$ cat config.mk
export PLATFORM = sky130hd
export DESIGN_NAME = rxq_trig_top
export DESIGN_NICKNAME = d
export VERILOG_FILES = /design/src/rtl/rxq_pkg.sv /design/src/rtl/rxq_store.sv /design/src/rtl/rxq_idle_timer.sv /design/src/rtl/rxq_flagger.sv /design/src/rtl/rxq_trig_top.sv
export SDC_FILE = /design/constraint.sdc
export NUM_CORES = 1
export LEC_CHECK = 0
export BUFFER_PORTS_ARGS = -buffer_cell sky130_fd_sc_hd__buf_4
export CAP_MARGIN = 20
export CORE_ASPECT_RATIO = 0.8
export CORE_MARGIN = 1.5
export CORE_UTILIZATION = 55
export DETAILED_ROUTE_END_ITERATION = 10
export GPL_ROUTABILITY_DRIVEN = 1
export GPL_TIMING_DRIVEN = 1
export PLACE_DENSITY = 0.84
export SLEW_MARGIN = 20
export SYNTH_ARGS = -nofsm -noshare
export SYNTH_HDL_FRONTEND = slang
export SYNTH_SLANG_ARGS = --single-unit
$ cat constraint.sdc
create_clock -name clk -period 3.86 [get_ports clk]
set_input_delay 0.193 -clock clk [delete_from_list [all_inputs] [get_ports clk]]
set_output_delay 0.193 -clock clk [all_outputs]
set_load 0.01 [all_outputs]
$ cat src/rtl/rxq_pkg.sv
package rxq_pkg;

    typedef enum logic [0:0] {
        TM_IDLE = 1'b0,
        TM_RUN  = 1'b1
    } tm_state_e;

    function automatic int unsigned trig_level(input logic [1:0] sel, input int unsigned depth);
        int unsigned lvl;
        case (sel)
            2'd0:    lvl = 1;
            2'd1:    lvl = 4;
            2'd2:    lvl = 8;
            default: lvl = depth - 2;
        endcase
        return lvl;
    endfunction

endpackage

$ cat src/rtl/rxq_store.sv
module rxq_store #(
    parameter int unsigned DEPTH  = 16,
    parameter int unsigned DATA_W = 8,
    parameter int unsigned PTR_W  = $clog2(DEPTH),
    parameter int unsigned CNT_W  = $clog2(DEPTH + 1)
) (
    input  logic              clk,
    input  logic              rst_n,
    input  logic              push,
    input  logic              pop,
    input  logic              flush,
    input  logic [DATA_W-1:0] wdata,
    output logic [DATA_W-1:0] head,
    output logic [CNT_W-1:0]  count,
    output logic [CNT_W-1:0]  count_next
);

    localparam logic [PTR_W-1:0] PTR_LAST = PTR_W'(DEPTH - 1);

    logic [DATA_W-1:0] mem [DEPTH];
    logic [PTR_W-1:0]  wr_ptr_q, rd_ptr_q;
    logic [PTR_W-1:0]  wr_ptr_d, rd_ptr_d;

    function automatic logic [PTR_W-1:0] bump(input logic [PTR_W-1:0] p);
        return (p == PTR_LAST) ? '0 : p + 1'b1;
    endfunction

    always_comb begin
        if (flush) begin
            wr_ptr_d   = '0;
            rd_ptr_d   = '0;
            count_next = '0;
        end else begin
            wr_ptr_d   = push ? bump(wr_ptr_q) : wr_ptr_q;
            rd_ptr_d   = pop  ? bump(rd_ptr_q) : rd_ptr_q;
            count_next = count + CNT_W'(push) - CNT_W'(pop);
        end
    end

    always_ff @(posedge clk or negedge rst_n) begin
        if (!rst_n) begin
            wr_ptr_q <= '0;
            rd_ptr_q <= '0;
            count    <= '0;
        end else begin
            wr_ptr_q <= wr_ptr_d;
            rd_ptr_q <= rd_ptr_d;
            count    <= count_next;
        end
    end

    always_ff @(posedge clk) begin
        if (push && !flush) begin
            mem[wr_ptr_q] <= wdata;
        end
    end

    assign head = (count == '0) ? '0 : mem[rd_ptr_q];

endmodule

$ cat src/rtl/rxq_idle_timer.sv
module rxq_idle_timer
    import rxq_pkg::*;
#(
    parameter int unsigned BIT_CYCLES = 16
) (
    input  logic clk,
    input  logic rst_n,
    input  logic restart,
    input  logic cancel,
    input  logic flush,
    output logic expire
);

    localparam int unsigned TIMEOUT = 15 * BIT_CYCLES;
    localparam int unsigned TMR_W   = $clog2(TIMEOUT);
    localparam logic [TMR_W-1:0] LAST = TMR_W'(TIMEOUT - 1);

    tm_state_e        state_q, state_d;
    logic [TMR_W-1:0] tmr_q, tmr_d;

    always_comb begin
        state_d = state_q;
        tmr_d   = tmr_q;
        if (flush) begin
            state_d = TM_IDLE;
            tmr_d   = '0;
        end else if (restart) begin
            state_d = TM_RUN;
            tmr_d   = '0;
        end else if (cancel) begin
            state_d = TM_IDLE;
            tmr_d   = '0;
        end else begin
            unique case (state_q)
                TM_IDLE: begin
                    tmr_d = '0;
                end
                TM_RUN: begin
                    if (tmr_q == LAST) begin
                        state_d = TM_IDLE;
                        tmr_d   = '0;
                    end else begin
                        tmr_d = tmr_q + 1'b1;
                    end
                end
                default: begin
                    state_d = TM_IDLE;
                    tmr_d   = '0;
                end
            endcase
        end
    end

    always_ff @(posedge clk or negedge rst_n) begin
        if (!rst_n) begin
            state_q <= TM_IDLE;
            tmr_q   <= '0;
        end else begin
            state_q <= state_d;
            tmr_q   <= tmr_d;
        end
    end

    always_comb begin
        expire = 1'b0;
        unique case (state_q)
            TM_IDLE: expire = 1'b0;
            TM_RUN:  expire = (tmr_q == LAST) && !flush && !restart && !cancel;
            default: expire = 1'b0;
        endcase
    end

endmodule

$ cat src/rtl/rxq_flagger.sv
module rxq_flagger
    import rxq_pkg::*;
#(
    parameter int unsigned DEPTH = 16,
    parameter int unsigned CNT_W = $clog2(DEPTH + 1)
) (
    input  logic             clk,
    input  logic             rst_n,
    input  logic             push,
    input  logic             pop,
    input  logic [CNT_W-1:0] count_next,
    input  logic [1:0]       trig_sel,
    input  logic             irq_en,
    input  logic             expire,
    output logic             restart,
    output logic             cancel,
    output logic             set_q,
    output logic             clr_q,
    output logic             irq_q
);

    logic [CNT_W-1:0] level;
    logic             at_level;
    logic             trig_ev;

    always_comb begin
        level    = CNT_W'(trig_level(trig_sel, DEPTH));
        at_level = (count_next >= level);
        trig_ev  = push && at_level;
        restart  = push && !at_level;
        cancel   = trig_ev && irq_en;
    end

    always_ff @(posedge clk or negedge rst_n) begin
        if (!rst_n) begin
            set_q <= 1'b0;
            clr_q <= 1'b0;
            irq_q <= 1'b0;
        end else begin
            set_q <= trig_ev || expire;
            clr_q <= pop && !at_level && !expire;
            irq_q <= irq_en && (irq_q || trig_ev || expire);
        end
    end

endmodule

$ cat src/rtl/rxq_trig_top.sv
module rxq_trig_top #(
    parameter int unsigned DEPTH      = 16,
    parameter int unsigned DATA_W     = 8,
    parameter int unsigned BIT_CYCLES = 16,
    parameter int unsigned CNT_W      = $clog2(DEPTH + 1)
) (
    input  logic              clk,
    input  logic              rst_n,
    input  logic              rx_valid,
    input  logic [DATA_W-1:0] rx_byte,
    input  logic              rx_enable,
    input  logic              irq_enable,
    input  logic [1:0]        trig_sel,
    input  logic              fifo_flush,
    input  logic              rd_pop,
    output logic [DATA_W-1:0] rd_data,
    output logic [CNT_W-1:0]  fill_count,
    output logic              rdf_set_req,
    output logic              rdf_clr_req,
    output logic              rx_irq
);

    localparam logic [CNT_W-1:0] FULL = CNT_W'(DEPTH);

    logic             push_ok;
    logic             pop_ok;
    logic [CNT_W-1:0] count_next;
    logic             restart;
    logic             cancel;
    logic             expire;

    assign push_ok = rx_valid && rx_enable && !fifo_flush && (fill_count != FULL);
    assign pop_ok  = rd_pop && !fifo_flush && (fill_count != '0);

    rxq_store #(
        .DEPTH (DEPTH),
        .DATA_W(DATA_W),
        .CNT_W (CNT_W)
    ) store_i (
        .clk       (clk),
        .rst_n     (rst_n),
        .push      (push_ok),
        .pop       (pop_ok),
        .flush     (fifo_flush),
        .wdata     (rx_byte),
        .head      (rd_data),
        .count     (fill_count),
        .count_next(count_next)
    );

    rxq_idle_timer #(
        .BIT_CYCLES(BIT_CYCLES)
    ) timer_i (
        .clk    (clk),
        .rst_n  (rst_n),
        .restart(restart),
        .cancel (cancel),
        .flush  (fifo_flush),
        .expire (expire)
    );

    rxq_flagger #(
        .DEPTH(DEPTH),
        .CNT_W(CNT_W)
    ) flag_i (
        .clk       (clk),
        .rst_n     (rst_n),
        .push      (push_ok),
        .pop       (pop_ok),
        .count_next(count_next),
        .trig_sel  (trig_sel),
        .irq_en    (irq_enable),
        .expire    (expire),
        .restart   (restart),
        .cancel    (cancel),
        .set_q     (rdf_set_req),
        .clr_q     (rdf_clr_req),
        .irq_q     (rx_irq)
    );

endmodule

==> flow_metrics.env <==
export IMPL_hpwl_mm=8.31
export IMPL_row_count=35
export IMPL_critical_path_cell_chain="inv_1, ha_1, nor4b_2, nor3b_1, xnor2_1, ha_1, inv_1, fa_1, nor2b_1, nor3_1, ha_1, o21ai_0, nand2b_1, a21oi_1, buf_4, a211oi_1"
export IMPL_wl_mm=13.3
export IMPL_viasPerCell=6.21
export IMPL_rsz0062_at_grt="false"
export IMPL_crit_top_cell="ha_1"
export IMPL_leakage_nw=2.62
export IMPL_crit_type="reg -> reg"
export IMPL_slowest_delay_ps=380
export IMPL_finalWeightedCongestion=0.787
export IMPL_cts_tree="done"
export IMPL_htreeDepth=4
export IMPL_cts_made_buffers=17
export IMPL_finalNetCount=443
export IMPL_maxCapViolCount=0
export IMPL_finalHoldViolCount=0
export IMPL_wire_per_inst_um=23.3
export IMPL_hold_buffers=1
export IMPL_ant_nets=0
export IMPL_irDropWorstVdd_mv=0.316
export IMPL_r2r_end="timer_i.tmr_q[6]"
export IMPL_overflow=0
export IMPL_cp_start_kind="flop"
export IMPL_tightest_slew_ps=898
export IMPL_grt_max_degree=37
export IMPL_coreArea_um2=11500
export IMPL_clk_path_buf_depth=2
export IMPL_min_from="irq_enable"
export IMPL_critical_path_reg2reg_startpoint="store_i.count[3]"
export IMPL_setup_viol=0
export IMPL_fmax_mhz=289
export IMPL_cellPowerDensity_nw_per_um2=597
export IMPL_worstPathMaxFanout=10
export IMPL_syn_to_final_growth_pct=15.3
export IMPL_cp_arrival_ps=3750
export IMPL_syn_nets=397
export IMPL_max_slew_margin_pct=40.1
export IMPL_cp_slowest_cell="dfrtp_1"
export IMPL_end_kind="flop"
export IMPL_period_minus_slack_ps=3460
export IMPL_vias=3548
export IMPL_ctsRootBufferMaster="clkbuf_16"
export IMPL_hold_path_depth=3
export IMPL_mappedNetlistArea_um2=6500
export IMPL_fin_tns_setup_ps=0
export IMPL_final_cell_mix="128 x edfxtp_1, 43 x buf_4, 40 x mux4_2"
export IMPL_numPortBuffers=32
export IMPL_ys_seq_area_share_pct=68.7
export IMPL_die_area_um2=12500
export IMPL_clkSlewWorstSetupHoldPaths_ps=60
export IMPL_final_cell_area_um2=7500
export IMPL_cts_resized=0
export IMPL_post_cts_setup_buffers=0
export IMPL_ys_types=43
export IMPL_firstDrtPassIters=5
export IMPL_ys_ff_latch=153
export IMPL_synth_ff_type="edfxtp_1"
export IMPL_async_flop_share_pct=16.3
export IMPL_grt_usage_pct=23.2
export IMPL_drc=0
export IMPL_hold_end="flag_i.irq_q"
export IMPL_synth_edf_count=128
export IMPL_required_ps=4150
export IMPL_die_width_um=125
export IMPL_critPathTopFamily="adder cells"
export IMPL_fin_crit_sh_pct=89.5
export IMPL_yosysWarnings=0
export IMPL_path_buf_inv=3
export IMPL_grt_pass1_wl_mm=21.1
export IMPL_first_iter_violations=450
export IMPL_layout_commonest_cell="edfxtp_1"
export IMPL_antenna_found_initial=1
export IMPL_ff2ff_setup_slack_ps=400
export IMPL_place_area_um2=6970
export IMPL_n_fill_cell=743
export IMPL_drv_slew=0
export IMPL_drive_above_1_share_pct=27.7
export IMPL_insertion_delay_ps=410
export IMPL_r2r_cells=16
export IMPL_post_synth_cell_area_avg_um2=17.9
export IMPL_num_antenna_cells=0
export IMPL_start_util_pct=56.5
export IMPL_outcome="complete, no violations"
export IMPL_ios=33
export IMPL_syn_inst=364
export IMPL_fp_dieH_um=100
export IMPL_clock_sinks=153
export IMPL_min_path_type="in -> reg"
export IMPL_first_global_vias=3668
export IMPL_fin_skew_ps=8.48
==> final cells by class <==
type                       count  area [um^2]  area share (%)
sequential                   153         4470            59.6
multi-input combinational    181         1930            25.8
clock buffer                  18          429            5.73
timing repair buffer          45          353            4.71
tap                          148          185            2.47
clock inverter                14         82.6            1.10
inverter                      12         45.0           0.601
==> how the worst max path moves through the flow <==
stage / slack, ps / end / start / cells after the start
floorplan: 80 / timer_i.tmr_q[3] / store_i.count[2] / 14
global placement: 630 / timer_i.tmr_q[6] / store_i.count[3] / 16
detailed placement: 420 / flag_i.set_q / store_i.count[3] / 16
CTS: 410 / flag_i.set_q / store_i.count[3] / 16
global route: 110 / timer_i.tmr_q[6] / store_i.count[3] / 16
finish: 400 / timer_i.tmr_q[6] / store_i.count[3] / 16
==> synth_stat cells (3+ instances only) <==
cell | count | area [um^2]
nor4b_1 | 4 | 35.0
xor2_1 | 4 | 35.0
and3_1 | 8 | 50.1
edfxtp_1 | 128 | 3840
o31ai_1 | 3 | 22.5
mux2i_1 | 3 | 30.0
xnor2_1 | 7 | 61.3
nand2b_1 | 9 | 56.3
a21oi_1 | 9 | 45.0
dfrtp_1 | 25 | 626
and4_1 | 3 | 26.3
nor2b_1 | 11 | 68.8
nand3_1 | 5 | 25.0
a211oi_1 | 7 | 52.6
nor2_1 | 11 | 41.3
nor3_1 | 3 | 15.0
buf_1 | 3 | 11.3
mux4_2 | 40 | 901
inv_1 | 12 | 45.0
nand2_1 | 15 | 56.3
o21ai_0 | 3 | 15.0
ha_1 | 15 | 188
clkbuf_1 | 11 | 41.3
==> worst register-to-register path: stages, from the launching register on <==
cell and delay, ps:
dfrtp_1 380, inv_1 70, ha_1 190, nor4b_2 160, nor3b_1 320, xnor2_1 160, ha_1 200, inv_1 60
fa_1 380, nor2b_1 150, nor3_1 240, ha_1 300, o21ai_0 170, nand2b_1 120, a21oi_1 160, buf_4 190
a211oi_1 90
==> state kept, by name (all words and copies together), names as in the netlist <==
| name | count |
|---|---|
| store_i.rd_ptr_q | 4 |
| timer_i.state_q | 1 |
| store_i.wr_ptr_q | 4 |
| flag_i.clr_q | 1 |
| store_i.mem | 128 |
| flag_i.irq_q | 1 |
| timer_i.tmr_q | 8 |
| flag_i.set_q | 1 |
| store_i.count | 5 |
==> kinds of logic (layout without fill, tap and decap cells) <==
family                     count (synthesis)  after routing  share of synthesized area, %
AOI/OAI and AO/OA                         31             31                          3.19
xor gates and xnor gates                  11             11                          1.48
adders and majority gates                 16             16                          3.19
buffers and inverters                     30             89                          1.98
DFF                                      153            153                          68.7
muxes                                     43             43                          14.3
and+or+nand+nor                           80             80                          7.12
==> report_power, final <==
part	total (mW)	internal, mW	switching, mW
combinational	1.11	0.570	0.537
clock	1.43	0.808	0.622
sequential	1.94	1.84	0.0981
total	4.47	3.22	1.26
==> stage by stage <==
stage / hold slack [ps] / utilization [%] / power (mW) / setup WS (ps) / instances
finish: 23.6 / 65.1 / 4.47 / 404 / 571
global route: 21.7 / 65.1 / 4.66 / 112 / 571
CTS: 15.5 / 65.1 / 4.49 / 407 / 571
detailed placement: 111 / 60.6 / 3.07 / 421 / 538
global placement: 111 / 60.6 / 3.02 / 634 / 538
floorplan: -103 / - / 2.67 / 78.6 / 364
==> metal layers <==
metal,GRT usage [%],vias to the layer above,wire length (um)
met2,35.7,152,6480
met5,0,-,12
met3,6.98,23,939
met4,8.31,2,254
li1,-,1537,-
met1,32.2,1834,5640
Power figures use the tool's default switching activity.
